<file path="src/rtl/fsag_pkg.sv">
package fsag_pkg;
  localparam int          REG_W      = 16;
  localparam int          NUM_AREGS  = 8;
  localparam int          BLK_LOW_W  = 12;
  localparam int          PAGE_LOW_W = 8;
  localparam int          PAGE_STEP  = 4;
  localparam int          MAX_COUNT  = 4;
  localparam logic [3:0]  IDX_SRC_BLK = 4'd0;
  localparam logic [3:0]  IDX_DST_BLK = 4'd2;
  localparam logic [3:0]  IDX_DST_PG  = 4'd3;
  localparam logic [3:0]  IDX_SRC_PG  = 4'd7;
  localparam logic [3:0]  IDX_BUF     = 4'd8;
endpackage

</file>
<file path="src/rtl/fsag_regs.sv">
module fsag_regs
  import fsag_pkg::*;
(
  input  logic             clk,
  input  logic             rst_n,
  input  logic             wr_en,
  input  logic [3:0]       wr_idx,
  input  logic [REG_W-1:0] wr_data,
  input  logic [3:0]       rd_idx,
  input  logic             page_adv,
  output logic [REG_W-1:0] rd_data,
  output logic [REG_W-1:0] src_blk,
  output logic [REG_W-1:0] src_pg,
  output logic [REG_W-1:0] dst_blk,
  output logic [REG_W-1:0] dst_pg,
  output logic [3:0]       buf_addr,
  output logic [2:0]       sec_cnt
);
  logic [REG_W-1:0] areg [NUM_AREGS];
  logic [2:0]       cnt_m1;
  logic [7:0]       src_pg_lo;

  always_ff @(posedge clk or negedge rst_n) begin
    if (!rst_n) begin
      for (int i = 0; i < NUM_AREGS; i++) areg[i] <= '0;
      buf_addr <= '0;
      sec_cnt  <= 3'd1;
    end else begin
      for (int i = 0; i < NUM_AREGS; i++) begin
        if (wr_en && wr_idx == 4'(i))
          areg[i] <= wr_data;
        else if (page_adv && 4'(i) == IDX_SRC_PG)
          areg[i] <= {8'h00, areg[i][7:0] + 8'(PAGE_STEP)};
      end
      if (wr_en && wr_idx == IDX_BUF) begin
        buf_addr <= wr_data[11:8];
        sec_cnt  <= (wr_data[1:0] == 2'd0) ? 3'(MAX_COUNT) : {1'b0, wr_data[1:0]};
      end
    end
  end

  assign cnt_m1    = sec_cnt - 3'd1;
  assign src_pg_lo = areg[IDX_SRC_PG[2:0]][7:0];

  always_comb begin
    rd_data = '0;
    if (rd_idx < 4'(NUM_AREGS))
      rd_data = areg[rd_idx[2:0]];
    else if (rd_idx == IDX_BUF)
      rd_data = {4'h0, buf_addr, 6'h00, cnt_m1[1], 1'b0};
  end

  assign src_blk = areg[IDX_SRC_BLK[2:0]];
  assign src_pg  = areg[IDX_SRC_PG[2:0]];
  assign dst_blk = areg[IDX_DST_BLK[2:0]];
  assign dst_pg  = areg[IDX_DST_PG[2:0]];


  count_range_chk: assert property (@(posedge clk) disable iff (!rst_n)
    (sec_cnt != 3'd0) && (sec_cnt <= 3'(MAX_COUNT)));


  page_step_chk: assert property (@(posedge clk) disable iff (!rst_n)
    (page_adv && !(wr_en && wr_idx == IDX_SRC_PG)) |=>
      (src_pg[7:0] == 8'($past(src_pg_lo) + 8'(PAGE_STEP))) && (src_pg[15:8] == 8'h00));
endmodule

</file>
<file path="src/rtl/fsag_sector_calc.sv">
module fsag_sector_calc
  import fsag_pkg::*;
#(
  parameter int               BF_W      = 14,
  parameter logic [BF_W-1:0]  DENS_MASK = '0,
  localparam int              SW        = BF_W + PAGE_LOW_W
)(
  input  logic [REG_W-1:0] blk,
  input  logic [REG_W-1:0] pg,
  output logic [BF_W-1:0]  blk_field,
  output logic [SW-1:0]    sector
);
  assign blk_field = BF_W'(blk[BLK_LOW_W-1:0]) | (blk[REG_W-1] ? DENS_MASK : '0);
  assign sector    = {blk_field, pg[PAGE_LOW_W-1:0]};
endmodule

</file>
<file path="src/rtl/flash_sector_addr_gen.sv">
module flash_sector_addr_gen
  import fsag_pkg::*;
#(
  parameter int              BF_W      = 14,
  parameter logic [BF_W-1:0] DENS_MASK = 14'h1000,
  localparam int             SW        = BF_W + PAGE_LOW_W
)(
  input  logic             clk,
  input  logic             rst_n,
  input  logic             wr_en,
  input  logic [3:0]       wr_idx,
  input  logic [15:0]      wr_data,
  input  logic [3:0]       rd_idx,
  output logic [15:0]      rd_data,
  input  logic             page_adv,
  input  logic             calc,
  output logic             out_valid,
  output logic [SW-1:0]    src_sector,
  output logic [SW-1:0]    dst_sector,
  output logic [SW-1:0]    erase_sector,
  output logic [2:0]       sec_count,
  output logic             buf_is_data,
  output logic             buf_bank,
  output logic [10:0]      main_off,
  output logic [5:0]       spare_off
);
  logic [REG_W-1:0] blk_v [2];
  logic [REG_W-1:0] pg_v  [2];
  logic [BF_W-1:0]  bf_v  [2];
  logic [SW-1:0]    sec_v [2];
  logic [3:0]       buf_addr;
  logic [2:0]       sec_cnt;

  fsag_regs u_regs (
    .clk(clk), .rst_n(rst_n), .wr_en(wr_en), .wr_idx(wr_idx), .wr_data(wr_data),
    .rd_idx(rd_idx), .page_adv(page_adv), .rd_data(rd_data),
    .src_blk(blk_v[0]), .src_pg(pg_v[0]), .dst_blk(blk_v[1]), .dst_pg(pg_v[1]),
    .buf_addr(buf_addr), .sec_cnt(sec_cnt)
  );

  for (genvar k = 0; k < 2; k++) begin : g_calc
    fsag_sector_calc #(.BF_W(BF_W), .DENS_MASK(DENS_MASK)) u_calc (
      .blk(blk_v[k]), .pg(pg_v[k]), .blk_field(bf_v[k]), .sector(sec_v[k])
    );
  end

  always_ff @(posedge clk or negedge rst_n) begin
    if (!rst_n) begin
      out_valid    <= 1'b0;
      src_sector   <= '0;
      dst_sector   <= '0;
      erase_sector <= '0;
      sec_count    <= 3'd1;
      buf_is_data  <= 1'b0;
      buf_bank     <= 1'b0;
      main_off     <= '0;
      spare_off    <= '0;
    end else begin
      out_valid <= calc;
      if (calc) begin
        src_sector   <= sec_v[0];
        dst_sector   <= sec_v[1];
        erase_sector <= {bf_v[0], {PAGE_LOW_W{1'b0}}};
        sec_count    <= sec_cnt;
        buf_is_data  <= buf_addr[3];
        buf_bank     <= buf_addr[2];
        main_off     <= {buf_addr[1:0], 9'h000};
        spare_off    <= {buf_addr[1:0], 4'h0};
      end
    end
  end


  calc_valid_chk: assert property (@(posedge clk) disable iff (!rst_n)
    calc |=> out_valid);


  hold_chk: assert property (@(posedge clk) disable iff (!rst_n)
    !calc |=> ($stable(src_sector) && $stable(dst_sector) && $stable(erase_sector)
               && $stable(sec_count) && !out_valid));


  erase_align_chk: assert property (@(posedge clk) disable iff (!rst_n)
    out_valid |-> (erase_sector[SW-1:PAGE_LOW_W] == src_sector[SW-1:PAGE_LOW_W])
                  && (erase_sector[PAGE_LOW_W-1:0] == '0));
endmodule

</file>
<file path="config.mk">
export PLATFORM = sky130hd
export DESIGN_NAME = flash_sector_addr_gen
export DESIGN_NICKNAME = d
export VERILOG_FILES = /design/src/rtl/fsag_pkg.sv /design/src/rtl/fsag_regs.sv /design/src/rtl/fsag_sector_calc.sv /design/src/rtl/flash_sector_addr_gen.sv
export SDC_FILE = /design/constraint.sdc
export NUM_CORES = 1
export LEC_CHECK = 0
export BUFFER_PORTS_ARGS = -buffer_cell sky130_fd_sc_hd__buf_4
export CORE_MARGIN = 2
export CORE_UTILIZATION = 51
export DETAILED_ROUTE_END_ITERATION = 10
export PLACE_DENSITY_LB_ADDON = 0.05
export SYNTH_ARGS = -nofsm -noshare
export SYNTH_HDL_FRONTEND = slang
export SYNTH_SLANG_ARGS = --single-unit
</file>
<file path="constraint.sdc">
create_clock -name clk -period 1 [get_ports clk]
set_input_delay 0 -clock clk [delete_from_list [all_inputs] [get_ports clk]]
set_output_delay 0 -clock clk [all_outputs]
set_load 0.05 [all_outputs]
</file>
==> results.json, run 1 <==
{
  "finalHoldViolations": 0,
  "crit_arrival_ns": 1.82,
  "clk_pin_slew_ns": 0.07,
  "fin_nets": 843,
  "die_y_um": 133,
  "cp_max_fo": 2,
  "final_core_util_pct": 73.2,
  "antenna_left": 0,
  "core_um2": 16400,
  "startpoint_type": "flip-flop",
  "whs_ns": 0.0463,
  "final.setup_skew_ns": 0.00670,
  "rsz0062_at_grt": "yes",
  "irDropWorstVdd_mv": 1.70,
  "cts.sinks": 185,
  "multi_input_area_um2": 3920,
  "setup_ws_ns": -0.820,
  "gp_congestion": 0.802,
  "synthSimpleGateAreaFrac_pct": 4.48,
  "cts-buffers-inserted": 17,
  "synthMuxAreaShare_pct": 32.3,
  "setup_viol": 55,
  "vias": 5496,
  "route.detailed.drc": 0,
  "wirelength_mm": 20.4,
  "status": "finished, violations left",
  "overflow": 0,
  "ys_top_cells_by_area": "dfrtp_1, mux2_2, mux4_2",
  "insertion_delay_ns": 0.42,
  "yosys_most_used_dff": "dfrtp_1",
  "synth_xor_area_share_pct": 0.619,
  "initial_core_util_pct": 51.8,
  "finalCriticalPeriod_ns": 1.82,
  "grt_use_total_pct": 24.5,
  "synth_edf_count": 0,
  "placement.io_buffers": 109,
  "synthesis.area_um2": 8490,
  "drv_slew": 0,
  "power.density_nw_per_um2": 2420,
  "dp_hpwl_mm": 14.0,
  "fin_crit_sh_pct": 182,
  "violations": "setup timing",
  "placed_cell_area_um2": 10600,
  "viasPerCell": 5.25,
  "cts_tree": "yes",
  "synth_area_per_cell_um2": 14.6,
  "synth-compound-area-share_pct": 2.11,
  "grt_pass1_wl_mm": 33.2,
  "dpl.cell_count": 976,
  "synth-seq-cells": 185,
  "preCtsSetupSlack_ns": -0.412,
  "insertedDiodeCount": 0,
  "synthDistinctLibCells": 39,
  "yosysTopAreaCellShare_pct": 53.9,
  "cts-htree-levels": 4,
  "drive_gt1_share_pct": 64.3,
  "yosysWarnings": 0,
  "areaGrowthSynthToFinish_pct": 41.4,
  "first_pass_iters": 4,
  "instances_no_fill": 1046,
  "first_iter_violations": 299,
  "p_leak_nw": 5.52,
  "synth_top_family_by_area": "multiplexers",
  "max_cap_violations": 0,
  "finalPower_mw": 29.0,
  "yosysSeqAreaShare_pct": 54.6,
  "seqCellArea_um2": 4650,
  "clockRootBuffer": "clkbuf_16",
  "stdcell_area_um2": 12000,
  "antenna_found_initial": 0,
  "nFillCells": 1091,
  "fmax_mhz": 549,
  "wl_per_cell_um": 19.5,
  "required_ns": 1.00,
  "synthCells": 583,
  "boundaryPins": 134,
  "synthAdderAreaFrac_pct": 0.147,
  "end_kind": "output pin",
  "rows": 47,
  "die_area_um2": 17700,
  "setup_tns_ns": -12.18,
  "path_class": "flip-flop to output pin",
  "worstHoldPathType": "input pin to asynchronous set/reset pin",
  "die_x_um": 133,
  "yosys.area.top_type": "dfrtp_1",
  "async_flop_share_pct": 100,
  "grt_max_degree": 60,
  "grt_pass1_vias": 6056,
  "clockBufferDepth": 2
}
## path summary, 6_finish.rpt
check	startpoint	to	slack (ns)	cells after the start
setup reg to reg	u_regs.src_pg[2]	u_regs.src_pg[7]	-0.18	5
setup / recovery	u_regs.dst_pg[10]	rd_data[10]	-0.82	5
hold / removal	rst_n	src_sector[15]	0.05	2
max in group asynchronous	rst_n	src_sector[11]	0.31	3
min in group clk	wr_idx[3]	u_regs.sec_cnt[2]	0.10	4
hold reg to reg	u_regs.sec_cnt[2]	u_regs.sec_cnt[2]	0.50	2
## worst max-delay path, stage by stage (launching register included)
cell	delay, ns
dfrtp_1	0.39
mux4_2	0.48
nor2_1	0.10
a21oi_1	0.06
a22o_4	0.23
buf_6	0.15
## state kept, by name, summed over array words and instances (netlist names)
signal / flops
buf_bank: 1
buf_is_data: 1
dst_sector: 21
out_valid: 1
sec_count: 3
spare_off: 2
src_sector: 21
u_regs.areg: 64
u_regs.buf_addr: 4
u_regs.dst_blk: 16
u_regs.dst_pg: 16
u_regs.sec_cnt: 3
u_regs.src_blk: 16
u_regs.src_pg: 16
## metal layers
layer / global-route usage, % / part of all wire, %
met2: 41.3 / 52
met5: 0 / 0
met3: 5.06 / 3.2
met1: 32.5 / 44
met4: 6.39 / 1.2
## cells in the final DEF, fill, tap and decap left out, drive strengths merged, types with 2 or more instances in the layout
| master | n |
|---|---|
| xor2 | 3 |
| nand2b | 10 |
| dfrtp | 183 |
| mux4 | 24 |
| clkinvlp | 4 |
| dfstp | 2 |
| nand4 | 2 |
| nor2b | 2 |
| buf | 241 |
| dlygate4sd3 | 19 |
| mux2i | 25 |
| nor3b | 3 |
| mux2 | 170 |
| clkinv | 3 |
| clkbuf | 18 |
| conb | 24 |
| nor2 | 18 |
| o31ai | 2 |
| o22ai | 7 |
| o21ai | 17 |
| inv | 5 |
| xnor2 | 3 |
| a211oi | 2 |
| bufinv | 3 |
| nand2 | 24 |
| nand3b | 3 |
## area by class of cell
| type | count | area share, % |
|---|---|---|
| clock buffer | 18 | 3.57 |
| multi-input combinational | 348 | 32.7 |
| clock inverter | 14 | 1.42 |
| inverter | 1 | 0.0313 |
| timing repair buffer | 260 | 21.3 |
| sequential | 185 | 38.7 |
| tap | 220 | 2.29 |
## power by group
group / internal (mW) / switching, mW / leakage (nW)
clock network: 3.95 / 2.95 / 0.284
logic: 5.56 / 5.85 / 2.98
registers: 9.41 / 1.28 / 2.26
## cells in the mapped netlist, types with 2 or more instances
cell type,count
nand2_1,24
buf_6,3
buf_4,44
clkbuf_1,10
buf_1,6
dfstp_2,2
mux2_2,159
mux2i_1,25
nor2_1,18
xnor2_1,3
mux4_2,24
nand2b_1,10
buf_2,8
a211oi_1,2
dfrtp_1,183
o22ai_1,7
nor3b_4,2
nand3b_2,2
xor2_1,3
nor2b_1,2
nand4_1,2
mux2_4,10
o31ai_1,2
o21ai_0,17
## repair_timing
item,CTS,global route
hold buffers,19,0
gates resized for setup,102,28
endpoints found under the hold margin,319,0
pin swaps,10,14
endpoints found under the setup margin,85,90
setup buffers,7,16
## cell families after synthesis
group,count (synthesis)
muxes,219
DFF,185
buffers and inverters,73
and+or+nand+nor,67
AOI/OAI and AO/OA,31
xor gates and xnor gates,6
adders and majority gates,1
other,1
No activity file was read; power rests on OpenSTA's default activity.
==> inputs of run 2 (changes only) <==
- PLACE_DENSITY: unset -> 0.84
- PLACE_DENSITY_LB_ADDON: 0.05 -> unset
==> run 2 against run 1 <==
Effect of this change:
- the flow still finishes with violations (setup timing)
- global-route usage grew 1.8 points
- final cell count grew 2.5%
- via count grew 6.1%
- sequential share of layout area shrank 0.53 points
==> results.json, run 2 (synthesis results as in run 1) <==
{
  "final_core_util_pct": 74.2,
  "placed_cell_area_um2": 10600,
  "cp_max_fo": 2,
  "whs_ns": 0.0448,
  "clockBufferDepth": 2,
  "setup_viol": 65,
  "gp_congestion": 0.873,
  "clockRootBuffer": "clkbuf_16",
  "end_kind": "output pin",
  "die_x_um": 133,
  "areaGrowthSynthToFinish_pct": 43.4,
  "instances_no_fill": 1072,
  "final_cell_mix": "dfrtp_1, buf_4, mux2_2",
  "initial_core_util_pct": 51.8,
  "viasPerCell": 5.44,
  "core_um2": 16400,
  "finalCriticalPeriod_ns": 1.84,
  "regMostFlops": "u_regs.areg",
  "rows": 47,
  "insertion_delay_ns": 0.43,
  "max_stage_delay_ns": 0.47,
  "stdcell_area_um2": 12200,
  "power.density_nw_per_um2": 2390,
  "violations": "setup timing",
  "top_regs": "u_regs.areg: 64 flops, dst_sector: 21 flops, src_sector: 21 flops",
  "wirelength_mm": 23.7,
  "wl_per_cell_um": 22.1,
  "max_cap_violations": 0,
  "cp_cell_sequence": "mux4_2 > nor2_1 > a21oi_1 > a22o_4 > buf_6",
  "grt_pass1_vias": 6401,
  "r2r_cells": 5,
  "rsz0062_at_grt": "yes",
  "grt_pass1_wl_mm": 35.5,
  "r2r_end": "u_regs.src_pg[6]",
  "status": "finished, violations left",
  "dp_hpwl_mm": 14.8,
  "antenna_left": 0,
  "preCtsSetupSlack_ns": -0.419,
  "first_iter_violations": 336,
  "boundaryPins": 134,
  "placement.io_buffers": 109,
  "fin_nets": 869,
  "fin_crit_sh_pct": 184,
  "finalHoldViolations": 0,
  "nFillCells": 935,
  "die_y_um": 133,
  "worstHoldPathType": "input pin to asynchronous set/reset pin",
  "startpoint_type": "flip-flop",
  "layout_commonest_cell": "dfrtp_1",
  "setup_tns_ns": -12.95,
  "cts_tree": "yes",
  "crit_arrival_ns": 1.84,
  "overflow": 0,
  "largest_reg_flops": 64,
  "grt_use_total_pct": 26.3,
  "first_pass_iters": 6,
  "regToRegSetupSlack_ns": -0.18,
  "irDropWorstVdd_mv": 1.65,
  "finalPower_mw": 29.1,
  "insertedDiodeCount": 0,
  "p_leak_nw": 5.67,
  "required_ns": 1.00,
  "cts-buffers-inserted": 17,
  "cts.sinks": 185,
  "r2r_start": "u_regs.src_pg[2]",
  "route.detailed.drc": 0,
  "setup_ws_ns": -0.838,
  "crit_path_top_delay_cell": "mux4_2",
  "drive_gt1_share_pct": 65.0,
  "cts-htree-levels": 4,
  "die_area_um2": 17700,
  "final.setup_skew_ns": 0.00672,
  "dpl.cell_count": 987,
  "antenna_found_initial": 0,
  "grt_max_degree": 36,
  "vias": 5832,
  "drv_slew": 0,
  "path_class": "flip-flop to output pin",
  "clk_pin_slew_ns": 0.07,
  "fmax_mhz": 544
}
-- run 2: cell types whose count changed in the layout (fill, tap and decap cells not counted), moves of 4 or more --
cell,delta
buf_4,+22
buf_6,+6
clkbuf_8,+4
clkinv_4,+4
inv_6,-4
mux2_2,-8
mux2_4,+8
-- run 2: how the worst max path moves through the flow --
stage,to,slack [ns],cells past startpoint,from
4_1_cts,rd_data[10],-0.85,5,u_regs.dst_pg[10]
5_1_grt,rd_data[10],-0.89,5,u_regs.dst_pg[10]
3_5_place_dp,u_regs.dst_pg[0],-0.42,5,wr_idx[2]
2_1_floorplan,rd_data[10],-0.23,4,u_regs.dst_blk[10]
3_3_place_gp,u_regs.dst_pg[2],-0.42,5,wr_idx[2]
6_report,rd_data[10],-0.84,5,u_regs.dst_pg[10]
-- run 2: cell type report --
type	count	area (um^2)	share of cell area (%)
flip-flops and latches	185	4650	38.2
multi-input cells	348	3940	32.3
repair buffers	286	2750	22.6
clock buffers	22	484	3.98
well taps	220	275	2.26
clock inverters	10	70.1	0.576
inverters	1	3.75	0.0308
-- run 2: report_power, final --
| part | total (mW) | internal [mW] | leakage [nW] | switching (mW) |
|---|---|---|---|---|
| sequential | 10.8 | 9.41 | 2.26 | 1.43 |
| clock | 6.35 | 3.45 | 0.272 | 2.91 |
| combinational | 11.9 | 5.83 | 3.14 | 6.12 |
| total | 29.1 | 18.7 | 5.67 | 10.5 |
-- run 2: layer usage --
| metal | part of all wire (%) | track usage, % | routed length (um) | vias up |
|---|---|---|---|---|
| li1 | - | - | - | 2535 |
| met1 | 38 | 31.6 | 9100 | 3046 |
| met2 | 54 | 46.3 | 12700 | 204 |
| met3 | 5.3 | 5.94 | 1250 | 47 |
| met4 | 2.6 | 9.98 | 623 | 0 |
| met5 | 0 | 0 | 0 | - |
-- run 2: timing repair --
item                       4_1_cts  5_1_grt
gates cloned                     0        0
setup endpoints to repair       85       95
pin swaps                       17       11
hold endpoints to repair       321        0
gates resized for setup        105       36
setup buffers                   18       27
hold buffers                    19        0
-- run 2: critical path, delay by kind of cell, from the launching register on --
family,cells,cell delay [ns]
simple gates,1,0.10
compound gates,2,0.32
buf+inv,1,0.15
mux,1,0.47
flops,1,0.38
==> inputs of run 3 (changes only) <==
- CORE_UTILIZATION: 51 -> 54
- PLACE_DENSITY: 0.84 -> 0.85
- clock period: 1 -> 2.1 ns (I/O delays scaled with it)
==> run 3 against run 2 <==
Effect of this change:
- the flow now finishes without violations
- global-route usage decreased by 3.6 points
- worst hold slack worse by 0.028 ns
- clock power is 49% lower
- largest power group is now sequential cells
- critical endpoint is now rd_data[2]
- worst setup slack improved by 1.1 ns
- highest routed layer unchanged
- routed wire length down 25%
==> results.json, run 3 (synthesis results as in run 1) <==
{
  "vias": 5109,
  "areaGrowthSynthToFinish_pct": 19.2,
  "crit_arrival_ns": 1.83,
  "cp_cell_sequence": "mux4_2 > mux2i_1 > nor2_1 > buf_4",
  "pwr-share-comb_pct": 32.6,
  "largest_reg_flops": 64,
  "grt_use_total_pct": 22.7,
  "route.detailed.drc": 0,
  "dp_hpwl_mm": 11.3,
  "seqPwrFrac_pct": 41.4,
  "required_ns": 2.10,
  "overflow": 0,
  "fin_nets": 726,
  "hold_end": "out_valid",
  "die_y_um": 129,
  "placement.io_buffers": 109,
  "grt_max_degree": 71,
  "final.setup_skew_ns": 0.00359,
  "dpl.cell_count": 863,
  "p_leak_nw": 4.65,
  "top_regs": "u_regs.areg: 64 flops, dst_sector: 21 flops, src_sector: 21 flops",
  "layout_commonest_cell": "dfrtp_1",
  "cts-htree-levels": 4,
  "finalHoldViolations": 0,
  "clockRootBuffer": "clkbuf_16",
  "drv_slew": 0,
  "cts_tree": "yes",
  "final_cell_mix": "dfrtp_1, mux2_2, buf_4",
  "p_sw_mw": 4.33,
  "cp_max_fo": 5,
  "end_kind": "output pin",
  "status": "complete, no violations",
  "antenna_found_initial": 0,
  "p_int_mw": 7.96,
  "setup_ws_ns": 0.269,
  "worstMarginPinSlew_ns": 0.686,
  "hold_depth": 1,
  "setup_tns_ns": 0,
  "r2r_end": "u_regs.src_pg[2]",
  "max_cap_violations": 0,
  "crit_family": "multiplexers",
  "swShare_pct": 35.2,
  "finalPower_mw": 12.3,
  "initial_core_util_pct": 55.6,
  "wl_per_cell_um": 19.3,
  "first_pass_iters": 4,
  "first_iter_violations": 294,
  "cts.sinks": 185,
  "r2r_cells": 3,
  "instances_no_fill": 919,
  "boundaryPins": 134,
  "antenna_left": 0,
  "final_core_util_pct": 66.3,
  "power.density_nw_per_um2": 1210,
  "core_um2": 15300,
  "insertedDiodeCount": 0,
  "crit_buf_inv": 1,
  "drive_gt1_share_pct": 50.0,
  "fin_crit_sh_pct": 87.2,
  "viasPerCell": 5.56,
  "insertion_delay_ns": 0.43,
  "critical_path.startpoint": "u_regs.src_pg[2]",
  "nFillCells": 1056,
  "die_x_um": 129,
  "max_stage_delay_ns": 0.50,
  "wirelength_mm": 17.7,
  "clkPwrFrac_pct": 26.1,
  "rsz0062_at_grt": "no",
  "die_area_um2": 16700,
  "regToRegSetupSlack_ns": 0.70,
  "regMostFlops": "u_regs.areg",
  "startpoint_type": "flip-flop",
  "worstHoldPathType": "input pin to flip-flop",
  "setup_viol": 0,
  "rows": 45,
  "grt_pass1_vias": 5341,
  "path_class": "flip-flop to output pin",
  "irDropWorstVdd_mv": 0.979,
  "cts-buffers-inserted": 17,
  "hold_start": "calc",
  "clk_pin_slew_ns": 0.07,
  "gp_congestion": 0.803,
  "crit_path_top_delay_cell": "mux4_2",
  "fmax_mhz": 546,
  "r2r_start": "u_regs.src_pg[2]",
  "grt_pass1_wl_mm": 28.7,
  "finalCriticalPeriod_ns": 1.83,
  "clockBufferDepth": 2,
  "preCtsSetupSlack_ns": 0.420,
  "relSlewSlack_pct": 54.3
}
[run 3: power groups by stage]
| stage | logic (mW) | clock network (mW) | registers (mW) |
|---|---|---|---|
| 4_1_cts | 4.03 | 3.25 | 5.08 |
| 3_5_place_dp | 3.96 | 0 | 5.13 |
| 2_1_floorplan | 2.04 | 0 | 5.95 |
| 5_1_grt | 4.23 | 3.41 | 5.20 |
| 3_3_place_gp | 3.88 | 0 | 5.06 |
| 6_report | 4.00 | 3.21 | 5.08 |
[run 3: layout make-up]
cell class / count / area, um^2 / share of cell area [%]
Clock buffer: 18 / 439 / 4.34
Timing Repair Buffer: 143 / 1160 / 11.5
Inverter: 1 / 3.75 / 0.0371
Tap cell: 211 / 264 / 2.61
Clock inverter: 13 / 154 / 1.52
Sequential cell: 185 / 4630 / 45.8
Multi-Input combinational cell: 348 / 3460 / 34.2
[run 3: worst max path at each step]
stage | end | slack (ns) | cells after the start
after floorplan | rd_data[9] | 0.21 | 7
after global placement | rd_data[10] | 0.43 | 6
after global routing | rd_data[10] | 0.21 | 5
after CTS | rd_data[2] | 0.27 | 4
after detailed placement | rd_data[10] | 0.42 | 6
final | rd_data[2] | 0.27 | 4
[run 3: timing repair]
item | 4_1_cts | 5_1_grt
endpoints found under the setup margin | 0 | 0
hold endpoints to repair | 197 | 0
hold buffers | 25 | 0
buffers inserted | 0 | 0
resized for setup | 0 | 0
[run 3: metrics by stage]
step | area (um^2) | hold slack, ns
3_3_place_gp | 9270 | 0.0170
2_1_floorplan | 8580 | -0.296
4_1_cts | 10100 | 0.0121
5_1_grt | 10100 | 0.0292
3_5_place_dp | 9270 | 0.0228
6_report | 10100 | 0.0166
[run 3: per-layer routing]
metal	wire (um)	track usage, %	vias up
met5	0	0	-
met4	245	6.71	0
met3	791	5.70	21
met2	9030	37.3	147
met1	7650	30.4	2682
li1	-	-	2259
